### config.mk
export PLATFORM = sky130hd
export DESIGN_NAME = dflag_fifo
export DESIGN_NICKNAME = d
export VERILOG_FILES = /design/src/rtl/dflag_fifo_pkg.sv /design/src/rtl/dflag_rst_sync.sv /design/src/rtl/dflag_wrap_ptr.sv /design/src/rtl/dflag_dir_ctrl.sv /design/src/rtl/dflag_dp_ram.sv /design/src/rtl/dflag_fifo.sv
export SDC_FILE = /design/constraint.sdc
export NUM_CORES = 2
export LEC_CHECK = 0
export BUFFER_PORTS_ARGS = -buffer_cell sky130_fd_sc_hd__buf_4
export CAP_MARGIN = 5
export CORE_ASPECT_RATIO = 0.7
export CORE_MARGIN = 5
export CORE_UTILIZATION = 40
export CTS_CLUSTER_DIAMETER = 200
export DETAILED_ROUTE_END_ITERATION = 12
export PLACE_DENSITY = 0.59
export RECOVER_POWER = 25
export SKIP_LAST_GASP = 1
export SYNTH_ARGS = -nofsm -noshare
export SYNTH_HDL_FRONTEND = slang
export SYNTH_HIERARCHICAL = 1
export SYNTH_SLANG_ARGS = --single-unit
### constraint.sdc
create_clock -name clk -period 2.6 [get_ports clk]
set_input_delay 0.39 -clock clk [delete_from_list [all_inputs] [get_ports clk]]
set_output_delay 0.39 -clock clk [all_outputs]
set_load 0.02 [all_outputs]
### src/rtl/dflag_fifo_pkg.sv
package dflag_fifo_pkg;
  typedef enum logic {
    DIR_SHRINK = 1'b0,
    DIR_GROW   = 1'b1
  } dir_e;
endpackage

### src/rtl/dflag_rst_sync.sv
module dflag_rst_sync #(
  parameter int STAGES = 2
) (
  input  logic clk,
  input  logic arst_n,
  output logic srst_n
);
  logic [STAGES-1:0] sh_q;
  logic [STAGES-1:0] sh_d;

  always_comb begin
    sh_d = {sh_q[STAGES-2:0], 1'b1};
  end

  always_ff @(posedge clk or negedge arst_n) begin
    if (!arst_n) sh_q <= '0;
    else         sh_q <= sh_d;
  end

  assign srst_n = sh_q[STAGES-1];
endmodule

### src/rtl/dflag_wrap_ptr.sv
module dflag_wrap_ptr #(
  parameter int ADDR_W = 8
) (
  input  logic              clk,
  input  logic              rst_n,
  input  logic              adv,
  output logic [ADDR_W-1:0] ptr
);
  logic [ADDR_W-1:0] ptr_q;
  logic [ADDR_W-1:0] ptr_d;

  always_comb begin
    ptr_d = ptr_q;
    if (adv) ptr_d = ptr_q + ADDR_W'(1);
  end

  always_ff @(posedge clk or negedge rst_n) begin
    if (!rst_n) ptr_q <= '0;
    else        ptr_q <= ptr_d;
  end

  assign ptr = ptr_q;


  wrap_to_zero_chk: assert property (@(posedge clk) disable iff (!rst_n)
    (adv && (ptr_q == {ADDR_W{1'b1}})) |=> (ptr_q == '0));
endmodule

### src/rtl/dflag_dir_ctrl.sv
module dflag_dir_ctrl
  import dflag_fifo_pkg::*;
(
  input  logic clk,
  input  logic rst_n,
  input  logic push,
  input  logic pop,
  input  logic addr_eq,
  output logic full,
  output logic empty
);
  dir_e dir_q;
  dir_e dir_d;

  always_comb begin
    dir_d = dir_q;
    unique case ({push, pop})
      2'b10:   dir_d = DIR_GROW;
      2'b01:   dir_d = DIR_SHRINK;
      default: dir_d = dir_q;
    endcase
  end

  always_ff @(posedge clk or negedge rst_n) begin
    if (!rst_n) dir_q <= DIR_SHRINK;
    else        dir_q <= dir_d;
  end

  assign full  = addr_eq && (dir_q == DIR_GROW);
  assign empty = addr_eq && (dir_q == DIR_SHRINK);


  pop_leaves_full_chk: assert property (@(posedge clk) disable iff (!rst_n)
    (full && pop && !push) |=> !full);
endmodule

### src/rtl/dflag_dp_ram.sv
module dflag_dp_ram #(
  parameter int DATA_W = 16,
  parameter int ADDR_W = 8
) (
  input  logic              clk,
  input  logic              rst_n,
  input  logic              we,
  input  logic [ADDR_W-1:0] waddr,
  input  logic [DATA_W-1:0] wdata,
  input  logic              re,
  input  logic [ADDR_W-1:0] raddr,
  output logic [DATA_W-1:0] rdata
);
  localparam int DEPTH = 1 << ADDR_W;

  logic [DATA_W-1:0] mem [DEPTH];
  logic [DATA_W-1:0] rd_q;

  always_ff @(posedge clk) begin
    if (we) mem[waddr] <= wdata;
  end

  always_ff @(posedge clk or negedge rst_n) begin
    if (!rst_n)  rd_q <= '0;
    else if (re) rd_q <= mem[raddr];
  end

  assign rdata = rd_q;


  hold_when_idle_chk: assert property (@(posedge clk) disable iff (!rst_n)
    !re |=> $stable(rd_q));
endmodule

### src/rtl/dflag_fifo.sv
module dflag_fifo #(
  parameter int DATA_W = 16,
  parameter int ADDR_W = 8
) (
  input  logic              clk,
  input  logic              rst_n,
  input  logic              wr_en,
  input  logic [DATA_W-1:0] d_in,
  input  logic              rd_en,
  output logic [DATA_W-1:0] d_out,
  output logic              full,
  output logic              empty
);
  localparam int NPORT = 2;
  localparam int WP    = 0;
  localparam int RP    = 1;

  logic              srst_n;
  logic [NPORT-1:0]  adv;
  logic [ADDR_W-1:0] ptr [NPORT];
  logic              addr_eq;

  dflag_rst_sync #(.STAGES(2)) u_rst (
    .clk(clk), .arst_n(rst_n), .srst_n(srst_n));

  assign adv[WP] = wr_en;
  assign adv[RP] = rd_en;

  for (genvar g = 0; g < NPORT; g++) begin : g_ptr
    dflag_wrap_ptr #(.ADDR_W(ADDR_W)) u_ptr (
      .clk(clk), .rst_n(srst_n), .adv(adv[g]), .ptr(ptr[g]));
  end

  assign addr_eq = (ptr[WP] == ptr[RP]);

  dflag_dir_ctrl u_ctrl (
    .clk(clk), .rst_n(srst_n), .push(wr_en), .pop(rd_en),
    .addr_eq(addr_eq), .full(full), .empty(empty));

  dflag_dp_ram #(.DATA_W(DATA_W), .ADDR_W(ADDR_W)) u_ram (
    .clk(clk), .rst_n(srst_n),
    .we(wr_en), .waddr(ptr[WP]), .wdata(d_in),
    .re(rd_en), .raddr(ptr[RP]), .rdata(d_out));


  last_write_fills_chk: assert property (@(posedge clk) disable iff (!srst_n)
    (wr_en && !rd_en && ((ptr[WP] + ADDR_W'(1)) == ptr[RP])) |=> full);


  last_read_empties_chk: assert property (@(posedge clk) disable iff (!srst_n)
    (rd_en && !wr_en && ((ptr[RP] + ADDR_W'(1)) == ptr[WP])) |=> empty);


  both_keep_flags_chk: assert property (@(posedge clk) disable iff (!srst_n)
    (wr_en && rd_en) |=> ($stable(full) && $stable(empty)));


  flag_means_equal_chk: assert property (@(posedge clk) disable iff (!srst_n)
    (full || empty) |-> (ptr[WP] == ptr[RP]));
endmodule

Word level (Yosys, flattened, before mapping)
Memories as Yosys holds them, arrays and structs flattened. A register that Yosys moved wholly into a read port is not among the register bits.
Cells that the tools add are included.
Widths: inputs -> output; s select.
Operators by class
  reduce and logical (&&, ||, !) cells: 4
  mux-type cells: 3
  equal/unequal tests: 3
  $add $sub $neg: 2
  bitwise logic cells: 1
Operators by type and width (count)
  $add 8x1->8 const B: 2
  $eq 8x8->1: 1
  $eq 2x1->1 const B: 1
  $eq 2x2->1 const B: 1
  $logic_and 1x1->1: 2
  $mux 1: 2
  $pmux 1 s2: 1
  $reduce_bool 2->1: 1
  $logic_not 1->1: 1
  $not 1->1: 1
Storage, ports and cells
  memory bits (writable): 4096
  output and inout bits: 18
  logic and storage cells: 18
  flip-flop bits (word level): 19
  memories kept: 1
Memories
  u_ram.mem: depth 256, width 16, read ports 1, clocked after memory_dff 1, write ports 1, RTL line dflag_dp_ram.sv:16  | logic [DATA_W-1:0] mem [DEPTH];

Depth between registers and ports, before layout
  depth after elaboration: 2
  gate-level depth with buffers: 13

Hierarchy
Netlist, hierarchy kept.
By module, submodules not included
  dflag_dp_ram: cells each 7536, area each 159113.9 sq um, instances 1
  dflag_wrap_ptr: cells each 26, area each 331.6 sq um, instances 2
  dflag_fifo: cells each 11, area each 86.3 sq um, instances 1
  dflag_dir_ctrl: cells each 7, area each 68.8 sq um, instances 1
  dflag_rst_sync: cells each 3, area each 53.8 sq um, instances 1

Least setup slack after synthesis
No wires, ideal clock.
  kind: flip-flop to flip-flop
  from: register g_ptr[0].u_ptr.ptr_q[2]
  to: memory u_ram.mem[215][0] (enable)
  stages on the path, launching flop included: 7
  data required time: 2.212 ns
  library setup time: 0.388 ns
  arrival: 2.239 ns
  buffers on the path: 3
  setup slack: -0.028 ns
  cell sequence: dfrtp_1 > clkbuf_1 > nor2b_1 > clkbuf_1 > nand4_1 > clkbuf_1 > nor2_1
RTL lines
  start, declared: RTL line dflag_wrap_ptr.sv:9  | logic [ADDR_W-1:0] ptr_q;
  start signal, assigned: RTL line dflag_wrap_ptr.sv:19  | else ptr_q <= ptr_d;
  end, declared: RTL line dflag_dp_ram.sv:16
Straight into the memory's write port.

==> impl_metrics.py <==
metrics = {
    "global_route": {
        "grt_pass1_wl_um": 692000,
        "grt_usage_pct": 24.0,
        "grt_pass1_vias": 84300,
        "grt_max_degree": 115,
        "gr-total-overflow": 0,
        "antenna_found_initial": 29,
    },
    "yosys": {
        "ys_types": 76,
        "syn_area_per_cell_sq_um": 21.0,
        "syn_nets": 7632,
        "ys_ff_latch": 4131,
        "syn-cell-area_sq_um": 160000,
        "synth-edff-count": 4096,
        "yosysWarnings": 6,
        "synthCells": 7609,
        "ys_seq_area_share_pct": 77.4,
        "synth_ff_type": "edfxtp_1",
        "async_reset_ff_share_pct": 0.847,
    },
    "layout": {
        "post-route-util_pct": 48.8,
        "drive_gt1_share_pct": 33.7,
        "syn_to_final_growth_pct": 21.7,
        "nets": 9055,
    },
    "sta": {
        "fmax_ghz": 0.292,
        "min_period_ns": 3.43,
        "rsz0062_at_grt": "yes",
        "report.final.slew_viol_count": 751,
        "final-setup-viol-count": 590,
        "slew_headroom_pct": -85.2,
        "fin_ws_ns": -0.826,
        "fin_crit_sh_pct": 132,
        "skew_ns": 0.0703,
        "worst_pin_slew_ns": 2.78,
        "hold_viol": 0,
    },
    "drt": {
        "drt_iter0_markers": 12900,
        "drt_pass1_iterations": 9,
        "wl_per_cell_um": 34.7,
        "viasPerCell": 6.02,
        "drcViolationCount": 0,
        "drtAntennaViolNets": 0,
        "routed_wl_um": 507000,
        "vias": 88100,
    },
    "setup_path": {
        "arrival_ns": 4.29,
        "cp.required_ns": 3.47,
        "critPathKind": "reg -> reg",
        "crit_fanout": 13,
        "crit_path_end_kind": "register",
        "start_kind": "register",
    },
    "place": {
        "gp_congestion": 0.968,
        "dp_hpwl_um": 329000,
        "pre_cts_slack_ns": -1.35,
        "port_buffers": 37,
    },
    "worst_hold_path": {
        "hold_class": "in -> async",
    },
    "clocking": {
        "cts_max_level": 5,
        "cts-root-buf": "clkbuf_16",
        "tritoncts": "done",
        "cts.sinks": 4131,
        "numCtsBuffers": 379,
        "clockBufferDepth": 4,
        "clk_latency_ns": 0.96,
        "path_clk_slew_ns": 0.07,
    },
    "power_and_ir_drop": {
        "p_total_mw": 206,
        "peakVddDrop_v": 0.000760,
        "power_density_nw_per_um2": 1060,
        "power_leakage_nw": 63.7,
    },
    "flow_run": {
        "max_cap_violations": 14,
    },
    "floorplanning": {
        "io_pins": 38,
        "dieArea_sq_um": 413000,
        "die_width_um": 766,
        "rows": 194,
        "dieHeight_um": 539,
        "initial_core_util_pct": 40.1,
        "fp.coreArea_sq_um": 399000,
    },
    "run_status": {
        "failed_checks": "max-capacitance violations, max-slew violations, negative setup slack",
        "run_status": "finished with violations",
    },
}
==> per-layer routing <==
metal  global-route usage [%]  vias to the layer above  routed length (um)
met1                     35.9                    47000              209000
met5                        0                        -                 127
met4                     6.88                       20               17300
li1                         -                    34800                   -
met3                     8.35                      773               69700
met2                     32.9                     5479              211000
==> worst paths after layout <==
| path | startpoint | endpoint | slack, ns | depth (start not counted) |
|---|---|---|---|---|
| worst max-delay path | g_ptr[1].u_ptr/ptr[1]$_DFFE_PN0P_ | u_ram/rdata[3]$_DFFE_PN0P_ | -0.83 | 12 |
| worst min-delay path | rst_n | u_rst/sh_q[1]$_DFF_PN0_ | 0.36 | 3 |
| worst max register to register | g_ptr[1].u_ptr/ptr[1]$_DFFE_PN0P_ | u_ram/rdata[3]$_DFFE_PN0P_ | -0.83 | 12 |
| worst min register to register | u_rst/sh_q[0]$_DFF_PN0_ | u_rst/sh_q[1]$_DFF_PN0_ | 0.37 | 0 |
| max in group asynchronous | u_rst/sh_q[1]$_DFF_PN0_ | g_ptr[1].u_ptr/ptr[0]$_DFFE_PN0P_ | 1.33 | 0 |
| min in group clk | u_rst/sh_q[0]$_DFF_PN0_ | u_rst/sh_q[1]$_DFF_PN0_ | 0.37 | 0 |
==> worst max-delay path, stage by stage (launching register included) <==
cell and delay, ns:
dfrtp_4 0.51, buf_12 0.16, buf_16 0.15, buf_12 0.15
buf_16 0.16, buf_8 0.14, mux4_2 0.24, mux2i_2 0.10
o21ai_2 0.15, buf_6 0.15, nand4_1 0.64, or3_4 0.67
o221ai_2 0.07
==> synthesized netlist by cell type, types with 10 or more instances <==
| master | number | share of area [%] |
|---|---|---|
| mux2i_1 | 608 | 3.8 |
| xnor2_1 | 16 | 0.088 |
| mux4_1 | 54 | 0.89 |
| nor3_1 | 53 | 0.17 |
| nand4_1 | 38 | 0.15 |
| nor4_1 | 17 | 0.066 |
| nand2_1 | 187 | 0.44 |
| a31oi_1 | 18 | 0.070 |
| o22ai_1 | 199 | 0.78 |
| nand3_1 | 56 | 0.18 |
| dfrtp_1 | 35 | 0.55 |
| buf_8 | 34 | 0.32 |
| buf_12 | 11 | 0.14 |
| a22oi_1 | 103 | 0.48 |
| mux4_2 | 682 | 9.6 |
| a2111oi_0 | 34 | 0.19 |
| a211oi_1 | 73 | 0.34 |
| a22o_1 | 26 | 0.14 |
| and2_1 | 16 | 0.063 |
| nor2_1 | 311 | 0.73 |
| a21oi_1 | 101 | 0.32 |
| buf_2 | 102 | 0.32 |
| buf_6 | 73 | 0.51 |
| buf_4 | 46 | 0.22 |
| inv_1 | 16 | 0.038 |
| a221oi_1 | 21 | 0.11 |
| mux2_2 | 43 | 0.30 |
| nor2b_1 | 15 | 0.059 |
| buf_1 | 17 | 0.040 |
| o21ai_0 | 93 | 0.29 |
| or3_1 | 13 | 0.051 |
| o221ai_1 | 112 | 0.61 |
| edfxtp_1 | 4096 | 77 |
| o211ai_1 | 10 | 0.047 |
| clkbuf_1 | 168 | 0.39 |
==> cell families (layout without fill, tap and decap cells) <==
logic type / Yosys count / count (layout) / share of synthesized area, %
AO/OA/AOI/OAI: 842 / 842 / 3.70
XOR/XNOR: 22 / 22 / 0.120
adder cells (fa/ha/maj): 3 / 3 / 0.0235
buffers and inverters: 476 / 2197 / 2.03
flip-flops: 4131 / 4131 / 77.4
multiplexers: 1387 / 1387 / 14.6
other: 1 / 10 / 0.00234
AND/OR/NAND/NOR: 747 / 747 / 2.10
==> cells in the final DEF, fill, tap and decap left out, types with 15 or more instances in the layout <==
cell type,count
inv_1,15
a22o_1,23
dlygate4sd3_1,20
buf_4,948
o21ai_0,56
nand3_1,47
nor2_2,105
o221ai_1,91
a211oi_1,54
clkbuf_1,78
clkinv_2,67
clkbuf_16,394
clkinvlp_4,26
buf_12,316
nand4_1,38
mux4_1,51
dfrtp_1,30
o21ai_2,16
mux2_2,35
bufinv_16,31
mux4_2,685
o21ai_1,22
a21oi_1,83
o22ai_1,171
nand2_1,173
a22oi_2,16
buf_16,36
o22ai_2,20
nor2_1,201
buf_8,23
clkinv_1,79
buf_6,81
nor3_1,34
clkbuf_2,25
o221ai_2,26
a22oi_1,87
a2111oi_2,16
edfxtp_1,4096
a2111oi_4,16
mux2i_1,598
==> stage by stage <==
step / TNS, ns / hold WS, ns / std cells / area [sq um]
global route: -122.25 / 0.333 / 14600 / 195000
finish: -44.86 / 0.360 / 14600 / 195000
global placement: -17.76 / 0.172 / 13700 / 177000
detailed placement: -17.54 / 0.173 / 13700 / 178000
CTS: -9.95 / 0.267 / 14500 / 193000
floorplan: -12.17 / 0.0944 / 7609 / 160000
==> area by class of cell <==
cell class	instances	area, sq um
multi-input cells	3002	35300
fillers	32000	204000
diodes	9	22.5
flip-flops and latches	4131	124000
clock inverters	226	2070
clock buffers	453	9920
inverters	17	71.3
repair buffers	1501	16800
well taps	5292	6620
==> registers in the layout (all words and copies together), names as in the netlist <==
name             count
u_ram/rdata         16
g_ptr.u_ptr/ptr     16
u_ctrl/dir_q         1
u_ram/mem         4096
u_rst/sh_q           2
==> power breakdown <==
group / internal [mW] / switching [mW] / total [mW]
Sequential: 74.1 / 0.804 / 74.9
Combinational: 33.3 / 42.4 / 75.7
Clock: 30.4 / 24.8 / 55.2
Total: 138 / 68.0 / 206
==> timing repair <==
action | in CTS | in global routing
gates resized for setup | 437 | 239
hold endpoints to repair | 463 | 0
endpoints found under the setup margin | 18 | 157
setup buffers | 96 | 93
pin swaps | 69 | 71
cloned | 20 | 9
hold buffers | 20 | 0
(Power assumes the default switching activity.)
